### src/rtl/dac_ldr_pkg.sv
package dac_ldr_pkg;
  localparam int unsigned CODE_W = 14;
  localparam int unsigned LO_W   = 8;
  localparam int unsigned HI_W   = CODE_W - LO_W;

  typedef logic [CODE_W-1:0] code_t;

  // Full load takes the whole bus; split load puts bus[HI_W-1:0] on top.
  function automatic code_t merge_code(input code_t old_val, input code_t bus_val,
                                       input logic full_load);
    code_t res;
    if (full_load) res = bus_val;
    else           res = {bus_val[HI_W-1:0], old_val[LO_W-1:0]};
    return res;
  endfunction
endpackage

### src/rtl/dac_chan_decode.sv
module dac_chan_decode #(
  parameter int unsigned NUM_CH = 4,
  parameter int unsigned ADDR_W = 2
) (
  input  logic              clk,
  input  logic              rst_n,
  input  logic              wr_evt,
  input  logic [ADDR_W-1:0] addr,
  input  logic              bcast,
  output logic [NUM_CH-1:0] we
);
  for (genvar g = 0; g < NUM_CH; g++) begin : g_dec
    assign we[g] = wr_evt && (bcast || (addr == ADDR_W'(g)));
  end

  AST_BCAST_ALL: assert property (@(posedge clk) disable iff (!rst_n)
    (wr_evt && bcast) |-> (we == {NUM_CH{1'b1}}));
  AST_SINGLE_SEL: assert property (@(posedge clk) disable iff (!rst_n)
    (wr_evt && !bcast) |-> ($onehot(we) && we[addr]));
  AST_NO_EVT_NO_WE: assert property (@(posedge clk) disable iff (!rst_n)
    !wr_evt |-> (we == '0));
endmodule

### src/rtl/dac_input_bank.sv
module dac_input_bank
  import dac_ldr_pkg::*;
#(
  parameter int unsigned NUM_CH = 4
) (
  input  logic                          clk,
  input  logic                          rst_n,
  input  logic [NUM_CH-1:0]             we,
  input  logic [CODE_W-1:0]             bus_val,
  input  logic                          full_load,
  output logic [NUM_CH-1:0][CODE_W-1:0] in_regs
);
  for (genvar g = 0; g < NUM_CH; g++) begin : g_reg
    always_ff @(posedge clk or negedge rst_n) begin
      if (!rst_n)     in_regs[g] <= '0;
      else if (we[g]) in_regs[g] <= merge_code(in_regs[g], bus_val, full_load);
    end

    AST_HI_FROM_LOW_LINES: assert property (@(posedge clk) disable iff (!rst_n)
      (we[g] && !full_load) |=> (in_regs[g][CODE_W-1:LO_W] == $past(bus_val[HI_W-1:0])));
    AST_LO_KEPT: assert property (@(posedge clk) disable iff (!rst_n)
      (we[g] && !full_load) |=> (in_regs[g][LO_W-1:0] == $past(in_regs[g][LO_W-1:0])));
    AST_WORD_LOAD: assert property (@(posedge clk) disable iff (!rst_n)
      (we[g] && full_load) |=> (in_regs[g] == $past(bus_val)));
    AST_IDLE_HOLD: assert property (@(posedge clk) disable iff (!rst_n)
      !we[g] |=> $stable(in_regs[g]));
  end
endmodule

### src/rtl/dac_latch_stage.sv
module dac_latch_stage
  import dac_ldr_pkg::*;
#(
  parameter int unsigned NUM_CH = 4
) (
  input  logic                          clk,
  input  logic                          rst_n,
  input  logic [NUM_CH-1:0][CODE_W-1:0] in_regs,
  input  logic                          load_n,
  input  logic                          clr_n,
  output logic [NUM_CH-1:0][CODE_W-1:0] latches,
  output logic                          grounded
);
  logic load_evt;
  logic clear_evt;
  assign load_evt  = !load_n;
  assign clear_evt = !clr_n;

  for (genvar g = 0; g < NUM_CH; g++) begin : g_lat
    always_ff @(posedge clk or negedge rst_n) begin
      if (!rst_n)        latches[g] <= '0;
      else if (load_evt) latches[g] <= in_regs[g];
    end
  end

  always_ff @(posedge clk or negedge rst_n) begin
    if (!rst_n)         grounded <= 1'b0;
    else if (clear_evt) grounded <= 1'b1;
    else if (load_evt)  grounded <= 1'b0;
  end

  AST_LOAD_COPY: assert property (@(posedge clk) disable iff (!rst_n)
    load_evt |=> (latches == $past(in_regs)));
  AST_LATCH_HOLD: assert property (@(posedge clk) disable iff (!rst_n)
    !load_evt |=> $stable(latches));
  AST_CLEAR_SETS: assert property (@(posedge clk) disable iff (!rst_n)
    clear_evt |=> grounded);
  AST_CLEAR_PERSISTS: assert property (@(posedge clk) disable iff (!rst_n)
    (grounded && !load_evt) |=> grounded);
  AST_LOAD_RELEASES: assert property (@(posedge clk) disable iff (!rst_n)
    (load_evt && !clear_evt) |=> !grounded);
endmodule

### src/rtl/dac_parallel_loader.sv
module dac_parallel_loader
  import dac_ldr_pkg::*;
#(
  parameter int unsigned NUM_CH = 4,
  localparam int unsigned ADDR_W = (NUM_CH > 1) ? $clog2(NUM_CH) : 1
) (
  input  logic                     clk,
  input  logic                     rst_n,
  input  logic [CODE_W-1:0]        bus_data,
  input  logic [ADDR_W-1:0]        chan_addr,
  input  logic                     bcast,
  input  logic                     wr_n,
  input  logic                     byte_sel,
  input  logic                     load_n,
  input  logic                     clr_n,
  output logic [NUM_CH*CODE_W-1:0] dac_code,
  output logic                     out_grounded
);
  logic                          wr_q;
  logic                          wr_evt;
  logic [NUM_CH-1:0]             we;
  logic [NUM_CH-1:0][CODE_W-1:0] in_regs;
  logic [NUM_CH-1:0][CODE_W-1:0] latches;

  // Strobe history; resets high so leaving reset is not a write.
  always_ff @(posedge clk or negedge rst_n) begin
    if (!rst_n) wr_q <= 1'b1;
    else        wr_q <= wr_n;
  end
  assign wr_evt = wr_n && !wr_q;

  AST_WR_RISE_ONLY: assert property (@(posedge clk) disable iff (!rst_n)
    wr_evt |-> (wr_n && $past(!wr_n)));

  dac_chan_decode #(.NUM_CH(NUM_CH), .ADDR_W(ADDR_W)) u_dec (
    .clk    (clk),
    .rst_n  (rst_n),
    .wr_evt (wr_evt),
    .addr   (chan_addr),
    .bcast  (bcast),
    .we     (we)
  );

  dac_input_bank #(.NUM_CH(NUM_CH)) u_bank (
    .clk       (clk),
    .rst_n     (rst_n),
    .we        (we),
    .bus_val   (bus_data),
    .full_load (byte_sel),
    .in_regs   (in_regs)
  );

  dac_latch_stage #(.NUM_CH(NUM_CH)) u_lat (
    .clk      (clk),
    .rst_n    (rst_n),
    .in_regs  (in_regs),
    .load_n   (load_n),
    .clr_n    (clr_n),
    .latches  (latches),
    .grounded (out_grounded)
  );

  assign dac_code = latches;

  AST_RESET_STATE: assert property (@(posedge clk)
    $rose(rst_n) |-> (dac_code == '0 && !out_grounded));
endmodule

### config.mk
export PLATFORM = sky130hd
export DESIGN_NAME = dac_parallel_loader
export DESIGN_NICKNAME = d
export VERILOG_FILES = /design/src/rtl/dac_ldr_pkg.sv /design/src/rtl/dac_chan_decode.sv /design/src/rtl/dac_input_bank.sv /design/src/rtl/dac_latch_stage.sv /design/src/rtl/dac_parallel_loader.sv
export SDC_FILE = /design/constraint.sdc
export NUM_CORES = 1
export LEC_CHECK = 0
export BUFFER_PORTS_ARGS = -buffer_cell sky130_fd_sc_hd__buf_4
export CAP_MARGIN = 10
export CORE_MARGIN = 1
export CORE_UTILIZATION = 55
export CTS_CLUSTER_SIZE = 40
export DETAILED_ROUTE_END_ITERATION = 10
export PLACE_DENSITY = 0.79
export SLEW_MARGIN = 20
export SYNTH_ARGS = -nofsm -noshare
export SYNTH_HDL_FRONTEND = slang
export SYNTH_SLANG_ARGS = --single-unit
export TNS_END_PERCENT = 5
### constraint.sdc
create_clock -name clk -period 1.7 [get_ports clk]
set_input_delay 0.34 -clock clk [delete_from_list [all_inputs] [get_ports clk]]
set_output_delay 0.34 -clock clk [all_outputs]
set_load 0.01 [all_outputs]
# Yosys cells after proc, flatten, opt, wreduce, memory -nomap -nowiden
# Index checks and enable logic that the tools add are counted.
[op_classes]
reduce_logical = 15
n_eq_ne = 4
muxes = 6
[op_table]
columns = ["operator", "count"]
rows = [
  ["$mux W14", 4],
  ["$reduce_and A2 Y1", 4],
  ["$logic_and A1 B1 Y1", 5],
  ["$eq A2 B2 Y1 const B", 2],
  ["$logic_or A1 B1 Y1", 4],
  ["$eq A2 B1 Y1 const B", 1],
  ["$logic_not A2 Y1", 1],
  ["$mux W1", 2],
  ["$ne A2 B2 Y1 const B", 1],
  ["$logic_not A1 Y1", 1],
]
[totals]
inputBits = 23
word_cells = 39
reg_bits = 114

# Depth between registers and ports, before layout
[depth]
depth_word = 4
depth_mapped = 6
mapped_depth_nobuf = 3

# Cells and area by module
# A second synthesis with hierarchy kept.
[hier_totals]
cells_unflattened = 281
area_unflattened_um2 = 4593.2
[modules_own_cells]
columns = ["mod", "cells_per_inst", "area_each_um2", "instances"]
rows = [
  ["dac_input_bank", 151, 2272.2, 1],
  ["dac_latch_stage", 120, 2230.9, 1],
  ["dac_chan_decode", 8, 50.0, 1],
  ["dac_parallel_loader", 2, 40.0, 1],
]

# Worst setup path after synthesis
# OpenSTA, ideal clock, no wires.
[synth_path]
path_kind = "reg2reg"
startpoint = "reg wr_q"
endpoint = "reg u_bank.in_regs[42] in the netlist's numbering"
t_arrival_ns = 1.325
path_slack_ns = 0.250
stages_incl_launch_ff = 6
required_time_ns = 1.575
path_cell_list = "dfstp_2 and3b_1 buf_6 nor2b_4 buf_6 mux2_4"
[synth_via]
elab_chain_len = 4
[synth_lines]
columns = ["element", "line", "source"]
rows = [
  ["from (decl)", "dac_parallel_loader.sv:19", "logic wr_q;"],
  ["from (signal assigned)", "dac_parallel_loader.sv:28", "else wr_q <= wr_n;"],
  ["$logic_not A1 Y1", "dac_parallel_loader.sv:30", "assign wr_evt = wr_n && !wr_q;"],
  ["$logic_and A1 B1 Y1", "dac_parallel_loader.sv:30", ""],
  ["$logic_and A1 B1 Y1", "dac_chan_decode.sv:13", "assign we[g] = wr_evt && (bcast || (addr == ADDR_W'(g)));"],
  ["$reduce_and A2 Y1 (no source line)", "--", ""],
  ["to (signal, indexed assignment)", "dac_input_bank.sv:16", "else if (we[g]) in_regs[g] <= merge_code(in_regs[g], bus_val, full_load);"],
  ["to (decl)", "dac_input_bank.sv:11", "output logic [NUM_CH-1:0][CODE_W-1:0] in_regs"],
]
# No other way between the ends.
# A chain may end at the register's enable or synchronous reset.

# Worst setup path in the final report
[layout_path]
startpoint = "in wr_n"
endpoint = "reg u_bank.in_regs[44] in the netlist's numbering"
[layout_via]
elab_chain_len = 3
[layout_lines]
columns = ["element", "line", "source"]
rows = [
  ["from (decl)", "dac_parallel_loader.sv:12", "input logic wr_n,"],
  ["$logic_and A1 B1 Y1", "dac_parallel_loader.sv:30", ""],
  ["$logic_and A1 B1 Y1", "dac_chan_decode.sv:13", ""],
  ["$reduce_and A2 Y1 (no source line)", "--", ""],
]
# No other way between the ends.

==> flow_metrics.tcl <==
set metrics [dict create \
    p_r_area_growth_vs_syn_pct 28.6 \
    grt-ovfl-total 0 \
    synthesis.instances 261 \
    placed_cell_areas_sq_um 5120 \
    cts_sinks 114 \
    synth_largest_area_cell "sky130_fd_sc_hd__dfrtp_1" \
    critical_path.endpoint "u_bank.in_regs[44]$_DFFE_PN0P_" \
    i_o_pin_count 80 \
    p_leak_uw 0.00259 \
    die_area_sq_um 8390 \
    path_class "input port to register" \
    drtAntennaViolNets 0 \
    core_area_sq_um 7730 \
    peak_per_stage_delay_on_the_critical_path_ps 530 \
    area.sequential_sq_um 2850 \
    wire_length_per_cell_after_detailed_routing_um 18.5 \
    async_flop_share_pct 100 \
    clk_slew_on_worst_s_h_paths_ps 50 \
    hold_class "input port to register" \
    finish.net_count 376 \
    post-place-ws_ps 121 \
    timing.fmax_ghz 0.628 \
    num_antenna_cells 0 \
    critical_path.cell_chain "dlygate4sd3_1 -> buf_4 -> and3b_1 -> nor2b_4 -> mux2_4" \
    multi_input_comb_area_sq_um 1480 \
    clock_h_tree_levels 4 \
    dieWidth_um 91.6 \
    p_per_area_nw_per_um2 1500 \
    hold_start "bus_data[4]" \
    maxSlewHeadroom_pct 65.6 \
    setup.worst_path.end_class "register" \
    final_routed_wirelength_um 8610 \
    worstMarginPinSlew_ps 516 \
    outcome "completed" \
    std_cell_rows 32 \
    clk_root_buffer_cell "sky130_fd_sc_hd__clkbuf_8" \
    cts_inserted_buffers 17 \
    post_route_total_power_uw 8540 \
    synth_common_cells "sky130_fd_sc_hd__dfrtp_1, sky130_fd_sc_hd__mux2_2, sky130_fd_sc_hd__buf_2, sky130_fd_sc_hd__mux2_4, sky130_fd_sc_hd__buf_6" \
    layout.filler_cells 501 \
    timing.final.max_slew_violations 0 \
    post-route-util_pct 73.5 \
    start_kind "input port" \
    synth-edff-count 0 \
    synth.yosys.seq_area_share_pct 64.6 \
    part_of_the_cycle_the_worst_path_needs_pct 93.7 \
    post-cts-setup-buffer-count 0 \
    reg2reg_slack_ps 160 \
    timing.rr.end "u_bank.in_regs[13]$_DFFE_PN0P_" \
    drt_first_iter_violations 107 \
    die-height_um 91.6 \
    worst_r2r_path_depth 3 \
    routabilityCongestion 0.765 \
    clock_tree.buffer_depth 2 \
    post_synth_instance_area_sq_um 4420 \
    post-synth-top-area-fraction_pct 64.0 \
    maximum_fanout_along_the_worst_path 8 \
    cap_viol_max_count 0 \
    rsz0062_at_grt "false" \
    grt_start_max_net_pins 58 \
    drt_pre_antenna_iters 4 \
    final.setup_skew_ps 5.23 \
    syn_nets 284 \
    cp_slowest_cell "sky130_fd_sc_hd__dlygate4sd3_1" \
    timing.critical_path.from "wr_n" \
    cp_data_arrival_time_ps 1980 \
    final.min_clock_period_ps 1590 \
    final-hold-violation-count 0 \
    final_layout_size_suffix_gt1_share_pct 64.5 \
    synth-main-ff-cell "sky130_fd_sc_hd__dfrtp_1" \
    track_usage_pct 23.0 \
    num_vias 2453 \
    yosys_register_bits 114 \
    initial_utilization_pct 57.1 \
    count_of_final_setup_violators 0 \
    insertion_delay_ps 500 \
    regToRegStartpoint "wr_q$_DFF_PN1_" \
    yosys_warnings 0 \
    final_area_sq_um 5680 \
    cts-hold-fix-buffers 3 \
    first_global_vias 2593 \
    synth_unique_cells 20 \
    setup_tns_ps 0 \
    final_critical_path_setup_slack_ps 108 \
    worst_ep_required_time_ps 2090 \
    ir_drop_uv 922 \
    first_pass_grt_wire_length_um 14000 \
    cts_tree "done" \
    place.detailed.hpwl_um 5660 \
    post_synth_main_area_contributors "sky130_fd_sc_hd__dfrtp_1, sky130_fd_sc_hd__mux2_2, sky130_fd_sc_hd__mux2_4" \
    drt-vias-per-instance 5.28 \
    syn_avg_cell_area_sq_um 16.9 \
    initial_antenna_violation_count 0 \
    route.detailed.drc 0 \
    io_buffer_count 79 \
    cts_repair_resize_count 0 \
    yosysMostFrequentCell "sky130_fd_sc_hd__dfrtp_1" \
]
## metal layers
metal,wire [um],track usage [%],up-vias
li1,-,-,1111
met1,3810,30.1,1252
met2,4220,35.7,76
met3,452,7.04,14
met4,129,9.52,0
met5,0,0,-
## worst min path at each step
| stage | endpoint | cells past startpoint |
|---|---|---|
| after floorplan | u_bank.in_regs[0]$_DFFE_PN0P_ | 0 |
| after global placement | u_bank.in_regs[15]$_DFFE_PN0P_ | 1 |
| after detailed placement | u_bank.in_regs[15]$_DFFE_PN0P_ | 1 |
| after CTS | u_bank.in_regs[47]$_DFFE_PN0P_ | 2 |
| after global routing | u_bank.in_regs[47]$_DFFE_PN0P_ | 2 |
| final | u_bank.in_regs[46]$_DFFE_PN0P_ | 2 |
## placed cells by master, fill, tap and decap left out
cell type                       Yosys  routed
sky130_fd_sc_hd__dfrtp_1          113     113
sky130_fd_sc_hd__mux2_2           109     109
sky130_fd_sc_hd__buf_4              0      80
sky130_fd_sc_hd__clkbuf_16          0      16
sky130_fd_sc_hd__mux2_4             8       8
sky130_fd_sc_hd__clkbuf_8           0       4
sky130_fd_sc_hd__clkinv_2           0       4
sky130_fd_sc_hd__clkbuf_1           2       3
sky130_fd_sc_hd__dlygate4sd3_1      0       3
sky130_fd_sc_hd__buf_12             0       3
sky130_fd_sc_hd__nor2b_1            2       2
sky130_fd_sc_hd__o21ai_2            2       2
sky130_fd_sc_hd__nand2b_1           2       2
sky130_fd_sc_hd__nand2_1            2       2
sky130_fd_sc_hd__and3b_1            1       1
sky130_fd_sc_hd__o21ba_1            1       1
sky130_fd_sc_hd__o21bai_1           1       1
sky130_fd_sc_hd__nand2_2            1       1
sky130_fd_sc_hd__mux2_1             1       1
sky130_fd_sc_hd__a21oi_2            1       1
sky130_fd_sc_hd__nor2b_4            1       1
sky130_fd_sc_hd__nor2_2             1       1
sky130_fd_sc_hd__o21ba_2            1       1
sky130_fd_sc_hd__bufinv_16          0       1
sky130_fd_sc_hd__clkinvlp_4         0       1
sky130_fd_sc_hd__dfstp_2            1       1
## state kept, by name (all words and copies together) (netlist names)
name            count
u_lat.grounded      1
u_bank.in_regs     56
wr_q                1
u_lat.latches      56
## critical path, delay by kind of cell
kind          cells  cell delay [ps]
buf+inv           2              660
mux               1              340
simple gates      2              640
## cell type report
cell class	instances	area share, %
clock buffers	23	8.22
well taps	102	2.25
clock inverters	6	1.01
multi-input cells	134	26.1
flip-flops and latches	114	50.3
repair buffers	86	12.2
## power breakdown
part	switching, uW	leakage, uW	internal, uW
clock network	1120	0.000259	2010
registers	362	0.00135	3380
logic	635	0.000982	1030
## logic make-up (layout without fill, tap and decap cells)
| family | Yosys count | after routing | synth area share, % |
|---|---|---|---|
| AOI/OAI and AO/OA | 6 | 6 | 1.22 |
| buffers and inverters | 13 | 115 | 1.84 |
| muxes | 118 | 118 | 30.8 |
| DFF | 114 | 114 | 64.6 |
| and+or+nand+nor | 10 | 10 | 1.53 |
## through the flow
stage               cells  hold WS [ps]
finish                465           119
global route          465           103
CTS                   465           101
detailed placement    433           240
global placement      433           240
floorplan             261          44.4
Power figures use the tool's default switching activity.
